[src/rtl/stream_sel_pkg.sv]
package stream_sel_pkg;
  // strobes from sequencing control to the resume-address datapath
  typedef struct packed {
    logic saveEn;   // store curPc into the leaving stream's register
    logic loadEn;   // present the chosen stream's register on nextPc
  } seqStrobes_t;
endpackage

[src/rtl/stream_sel_prio.sv]
module stream_sel_prio #(
  parameter int NUM_UNITS = 21,
  parameter int SEL_W     = $clog2(NUM_UNITS + 1)
) (
  input  logic [NUM_UNITS-1:0] eligible,
  input  logic                 mainWork,
  output logic [SEL_W-1:0]     winner,
  output logic                 winnerValid
);
  localparam logic [SEL_W-1:0] MAIN_ID = SEL_W'(NUM_UNITS);

  always_comb begin
    winner      = MAIN_ID;
    winnerValid = mainWork;
    for (int i = NUM_UNITS - 1; i >= 0; i--) begin
      if (eligible[i]) begin
        winner      = SEL_W'(i);
        winnerValid = 1'b1;
      end
    end
  end
endmodule

[src/rtl/stream_sel_ctrl.sv]
module stream_sel_ctrl
  import stream_sel_pkg::*;
#(
  parameter int NUM_UNITS = 21,
  parameter int SEL_W     = $clog2(NUM_UNITS + 1)
) (
  input  logic                 clk,
  input  logic                 rstN,
  input  logic [NUM_UNITS-1:0] unitFlag,
  input  logic                 mainWork,
  input  logic                 switchOk,
  input  logic                 dismiss,
  output seqStrobes_t          strobes,
  output logic [SEL_W-1:0]     saveIdx,
  output logic [SEL_W-1:0]     loadIdx,
  output logic [SEL_W-1:0]     runStream,
  output logic                 idleQ,
  output logic [NUM_UNITS-1:0] clearMask
);
  localparam logic [SEL_W-1:0] MAIN_ID = SEL_W'(NUM_UNITS);

  logic [NUM_UNITS-1:0] eligible;
  logic [SEL_W-1:0]     winner;
  logic                 winnerValid;
  logic                 decide;
  logic                 differs;

  for (genvar g = 0; g < NUM_UNITS; g++) begin : g_clr
    assign clearMask[g] = dismiss && !idleQ && (runStream == SEL_W'(g));
  end

  assign eligible = unitFlag & ~clearMask;

  stream_sel_prio #(.NUM_UNITS(NUM_UNITS), .SEL_W(SEL_W)) u_prio (
    .eligible   (eligible),
    .mainWork   (mainWork),
    .winner     (winner),
    .winnerValid(winnerValid)
  );

  assign decide  = switchOk || idleQ;
  assign differs = winner != runStream;

  always_comb begin
    strobes.saveEn = decide && !idleQ && (!winnerValid || differs);
    strobes.loadEn = decide && winnerValid && (idleQ || differs);
  end

  assign saveIdx = runStream;
  assign loadIdx = winner;

  always_ff @(posedge clk or negedge rstN) begin
    if (!rstN) begin
      runStream <= MAIN_ID;
      idleQ     <= 1'b0;
    end else if (decide) begin
      idleQ <= !winnerValid;
      if (winnerValid) runStream <= winner;
    end
  end
endmodule

[src/rtl/stream_sel_dp.sv]
module stream_sel_dp
  import stream_sel_pkg::*;
#(
  parameter int NUM_STREAMS = 22,
  parameter int PC_W        = 16,
  parameter int SEL_W       = $clog2(NUM_STREAMS)
) (
  input  logic             clk,
  input  logic             rstN,
  input  seqStrobes_t      strobes,
  input  logic [SEL_W-1:0] saveIdx,
  input  logic [SEL_W-1:0] loadIdx,
  input  logic [PC_W-1:0]  curPc,
  output logic [PC_W-1:0]  nextPc
);
  logic [PC_W-1:0] savedPc [NUM_STREAMS];

  for (genvar g = 0; g < NUM_STREAMS; g++) begin : g_reg
    always_ff @(posedge clk or negedge rstN) begin
      if (!rstN)
        savedPc[g] <= '0;
      else if (strobes.saveEn && saveIdx == SEL_W'(g))
        savedPc[g] <= curPc;
    end
  end

  assign nextPc = strobes.loadEn ? savedPc[loadIdx] : curPc;
endmodule

[src/rtl/stream_sel.sv]
module stream_sel
  import stream_sel_pkg::*;
#(
  parameter int NUM_UNITS = 21,
  parameter int PC_W      = 16,
  localparam int NUM_STREAMS = NUM_UNITS + 1,
  localparam int SEL_W       = $clog2(NUM_STREAMS)
) (
  input  logic                 clk,
  input  logic                 rstN,
  input  logic [NUM_UNITS-1:0] unitFlag,
  input  logic                 mainWork,
  input  logic                 switchOk,
  input  logic                 dismiss,
  input  logic [PC_W-1:0]      curPc,
  output logic [SEL_W-1:0]     curStream,
  output logic [PC_W-1:0]      nextPc,
  output logic                 idle,
  output logic [NUM_UNITS-1:0] flagClear
);
  seqStrobes_t      strobes;
  logic [SEL_W-1:0] saveIdx;
  logic [SEL_W-1:0] loadIdx;

  stream_sel_ctrl #(.NUM_UNITS(NUM_UNITS), .SEL_W(SEL_W)) u_ctrl (
    .clk      (clk),
    .rstN     (rstN),
    .unitFlag (unitFlag),
    .mainWork (mainWork),
    .switchOk (switchOk),
    .dismiss  (dismiss),
    .strobes  (strobes),
    .saveIdx  (saveIdx),
    .loadIdx  (loadIdx),
    .runStream(curStream),
    .idleQ    (idle),
    .clearMask(flagClear)
  );

  stream_sel_dp #(.NUM_STREAMS(NUM_STREAMS), .PC_W(PC_W), .SEL_W(SEL_W)) u_dp (
    .clk    (clk),
    .rstN   (rstN),
    .strobes(strobes),
    .saveIdx(saveIdx),
    .loadIdx(loadIdx),
    .curPc  (curPc),
    .nextPc (nextPc)
  );
endmodule

[config.mk]
export PLATFORM = sky130hd
export DESIGN_NAME = stream_sel
export DESIGN_NICKNAME = d
export VERILOG_FILES = /design/src/rtl/stream_sel_pkg.sv /design/src/rtl/stream_sel_prio.sv /design/src/rtl/stream_sel_ctrl.sv /design/src/rtl/stream_sel_dp.sv /design/src/rtl/stream_sel.sv
export SDC_FILE = /design/constraint.sdc
export NUM_CORES = 1
export LEC_CHECK = 0
export CORE_MARGIN = 4
export CORE_UTILIZATION = 55
export DETAILED_ROUTE_END_ITERATION = 7
export DONT_BUFFER_PORTS = 1
export GPL_ROUTABILITY_DRIVEN = 0
export PLACE_DENSITY_LB_ADDON = 0.25
export SYNTH_ARGS = -nofsm -noshare
export SYNTH_HDL_FRONTEND = slang
export SYNTH_SLANG_ARGS = --single-unit
[constraint.sdc]
create_clock -name clk -period 9.1 [get_ports clk]
set_input_delay 0.455 -clock clk [delete_from_list [all_inputs] [get_ports clk]]
set_output_delay 0.455 -clock clk [all_outputs]
set_load 0.02 [all_outputs]
==> reports/summary.txt <==
RUN STATUS
--------------------------------------------------------------------------------------
Result of the run                                                         finished clean

DIE
--------------------------------------------------------------------------------------
Area enclosed by the die boundary                                          0.03531 mm²
Die height                                                                    187.9 µm
Number of placement rows                                                            65
Core Box Area                                                              0.03172 mm²
Die span in x                                                                 187.9 µm
Initial cell density of the core                                                56.13%
Io pins                                                                             85

POWER AND IR DROP
--------------------------------------------------------------------------------------
Ratio of total power to cell area                                         236.4 mW/mm²
Static Leakage                                                                8.952 nW
Switching component of the power                                              1.195 mW
Share of total power consumed by net switching                                  26.31%
Maximum vdd ir drop                                                          0.1205 mV
Pint                                                                          3.349 mW
Sequential share of power                                                        46.5%
Proportion of power drawn by the clock network                                   34.7%
Share of total power in combinational logic                                      18.8%

SYNTH
--------------------------------------------------------------------------------------
Proportion of netlist area held by the largest area contributor                 49.89%
Flop and latch count out of synthesis                                              358
Net count after synthesis                                                        1,431
Share of flip-flops with an asynchronous set or reset                           100.0%
Number of standard cells after synthesis                                         1,389
Post-synth top area cell                                                       dfrtp_1
Number of distinct library cells after synthesis                                    64
Leading cell types by total area after synthesis                          dfrtp_1, mux2_2, mux2_1
Post-synthesis area per instance                                             12.82 µm²
Yosys warns                                                                          0
Commonest register cell after synthesis                                        dfrtp_1
Count of flip-flops with a built-in enable after synthesis                           0
Share of synthesized area occupied by flip-flops and latches                    50.34%
Summed instance area of the synthesized netlist                            0.01780 mm²

CRITICAL PATH
--------------------------------------------------------------------------------------
Worst setup SP type                                                          flip-flop
Worst path arrival time                                                        5.83 ns
Worst path top cell family by delay                                       simple AND/OR/NAND/NOR gates
Maximum net fanout on the critical path                                             32
Kind of end point of the critical path                                    primary output
Worst-path cell chain                                                     nand4bb_1, o21ai_0, nand4_1, and2b_1, and2_1, a211oi_2, a211oi_4, a21boi_4, buf_4, mux2i_1, a31oi_1
Slowest library cell on the worst path                                         dfrtp_1
Category of the most critical setup path                                  flip-flop to primary output
Largest stage delay, worst path                                                0.89 ns
Required time of the critical path                                             8.65 ns
Buf/Inv on CP                                                                        1

GRT
--------------------------------------------------------------------------------------
Largest net degree at the start of global routing                                  359
Vias in the first global route                                                  11,560
Wire length of the first global-routing pass                                 69,820 µm
Total routing resource utilization after global routing                         25.11%
GRT Residual Overflow                                                                0
Number of antenna violations at the first check in global routing                    0

FINAL LAYOUT
--------------------------------------------------------------------------------------
Area growth from synthesis to final layout                                      7.941%
Count of fill cells added during filler insertion                                2,453
Diodes inserted                                                                      0
Fraction of final layout cells sized beyond drive strength 1                    26.50%
NumNets Final                                                                    1,366
Footprint of the flip-flops and latches                                   0.008962 mm²
Core Util, Final                                                                60.59%
Area used by multi-input combinational logic                              0.008207 mm²
Final instance area                                                        0.01922 mm²

STA
--------------------------------------------------------------------------------------
Final clock skew                                                            0.02247 ns
Transition time of the tightest slew-check pin                                1.253 ns
Achievable clock frequency                                                  0.1592 GHz
Crit path time final                                                          6.281 ns
RSZ-0062 raised after global routing                                                no
Final setup TNS                                                                   0 ns
Setup-failing EPs final                                                              0
Worst slew slack as a fraction of its limit                                     16.49%
Share of the cycle needed by the critical path after routing                    69.03%
Hold violation total from the final report                                           0
Max-slew violation count                                                             0

PLACED DESIGN
--------------------------------------------------------------------------------------
Final HPWL from detailed placement                                           27,040 µm
Post-detailed-placement cell area                                          0.01785 mm²
I/O Buffers                                                                          0

MIN PATH
--------------------------------------------------------------------------------------
Worst min-delay path category                                             input port to flip-flop

CTS
--------------------------------------------------------------------------------------
Clk buf depth                                                                        3
Clock slew at the register clock pins of the worst setup and hold paths        0.06 ns
Level count of the clock H-tree                                                      2
Worst skew pair latency                                                        0.52 ns
CTS buffer count                                                                    38
CTS tree                                                                           yes
CTS Root Cell                                                                clkbuf_16
Number of sinks driven by the clock tree                                           358

DRT
--------------------------------------------------------------------------------------
Drt drc                                                                              0
First-pass iteration count of the detailed router                                    5
Detailed-route via count                                                        11,460
Final routed wire length divided by cell count                                25.77 µm
Drt via density                                                                  6.536
Iteration-0 DRC count of the detailed router                                       977
Post-detailed-route count of antenna-violating nets                                  0
WL final                                                                     45,180 µm

RUN
--------------------------------------------------------------------------------------
Max-cap violations                                                                   0

## worst paths after layout
check                                                       end  slack, ns                             from  cells after the start
worst max-delay path                                 nextPc[13]       2.82  u_ctrl.runStream[1]$_DFFE_PN0N_                     11
worst min-delay path               u_dp.savedPc[73]$_DFFE_PN0P_       0.06                         curPc[9]                      1
worst max register to register    u_dp.savedPc[282]$_DFFE_PN0P_       3.33  u_ctrl.runStream[1]$_DFFE_PN0N_                     11
worst min register to register     u_dp.savedPc[61]$_DFFE_PN0P_       0.48     u_dp.savedPc[61]$_DFFE_PN0P_                      1
max in group asynchronous       u_ctrl.runStream[1]$_DFFE_PN0N_       6.95                             rstN                      4
min in group asynchronous         u_dp.savedPc[242]$_DFFE_PN0P_       0.43                             rstN                      2
## state kept, by name, indices dropped and copies added (netlist names)
name,cells
u_ctrl.runStream,5
u_dp.savedPc,352
u_ctrl.idleQ,1
## metal layers
layer  global-route usage [%]  up-vias  share of wire [%]
met5                        0        -                  0
met2                    39.98      361                 46
met3                    4.281       65                5.2
met1                    36.38     6064                 46
li1                         -     4968                  -
met4                    6.239        0                2.4
## power by group through the flow
stage	logic [mW]	registers, mW	clock network [mW]
2_1_floorplan	0.691	2.07	0
3_3_place_gp	0.795	2.11	0
3_5_place_dp	0.819	2.13	0
4_1_cts	0.858	2.11	1.60
5_1_grt	0.922	2.15	1.67
6_report	0.854	2.11	1.58
## timing repair
| action | in CTS | in global routing |
|---|---|---|
| hold buffers | 1 | 1 |
| endpoints found under the hold margin | 358 | 41 |
| resized for setup | 0 | 0 |
| setup endpoints to repair | 0 | 0 |
| setup buffers | 0 | 0 |
## cell usage in the layout, fill, tap and decap left out, types with 6 or more instances in the layout
master / synthesis / final
a2bb2oi_1: 14 / 14
a32o_1: 14 / 14
nor2b_1: 15 / 15
and3_1: 11 / 11
nand2_1: 113 / 112
o21ai_1: 10 / 9
o211a_1: 14 / 14
o21ai_0: 14 / 14
buf_4: 7 / 22
nand3_1: 24 / 24
clkinv_2: 0 / 6
a32oi_1: 14 / 14
a31oi_1: 29 / 29
o21a_1: 9 / 9
nor2_1: 45 / 42
nand2b_1: 9 / 9
clkbuf_1: 66 / 9
mux2_1: 155 / 155
clkbuf_8: 0 / 7
mux2i_1: 60 / 60
clkbuf_16: 0 / 39
dfrtp_1: 355 / 355
a221o_1: 16 / 16
mux4_2: 28 / 28
a211oi_1: 17 / 17
mux2_2: 221 / 221
## logic make-up after synthesis
group,count (synthesis),share of synthesized area (%)
muxes,464,30.70
DFF,358,50.34
and+or+nand+nor,252,6.739
AOI/OAI and AO/OA,178,8.320
buffers and inverters,135,3.767
xor gates and xnor gates,2,0.1406
## synthesized netlist by cell type, drive strengths merged (2+ instances only)
master,instances
inv,4
nand2b,9
nand3b,5
a31oi,29
a32o,14
a211oi,19
or3b,3
a32oi,14
dfstp,3
dfrtp,355
or2,3
buf,65
o211a,14
o21a,9
nand4bb,2
nor2b,15
nor2,45
nand2,117
clkbuf,66
a311oi,2
mux4,28
o21ai,24
a2bb2oi,14
a21oi,5
mux2,376
o211ai,2
mux2i,60
nor3,3
nand4,3
a21boi,4
and3,11
or4b,2
nand3,26
a2111oi,2
a221o,16
nand4b,2
and2,2
## stage by stage
step / setup WS (ns) / hold slack (ns) / cells / power (mW)
2_1_floorplan: 4.824 / 0.1594 / 1389 / 2.760
3_3_place_gp: 3.498 / 0.1810 / 1682 / 2.909
3_5_place_dp: 3.423 / 0.1807 / 1682 / 2.953
4_1_cts: 2.906 / 0.05291 / 1750 / 4.566
5_1_grt: 2.472 / 0.05055 / 1753 / 4.740
6_report: 2.819 / 0.06495 / 1753 / 4.544
## final cells by class
| cell class | instances | share of cell area (%) |
|---|---|---|
| Clock buffer | 55 | 5.755 |
| Inverter | 4 | 0.07813 |
| Timing Repair Buffer | 26 | 1.341 |
| Tap cell | 402 | 2.617 |
| Multi-Input combinational cell | 896 | 42.70 |
| Clock inverter | 12 | 0.8724 |
| Sequential cell | 358 | 46.63 |
Note: power is estimated with default switching activity, not from simulation.
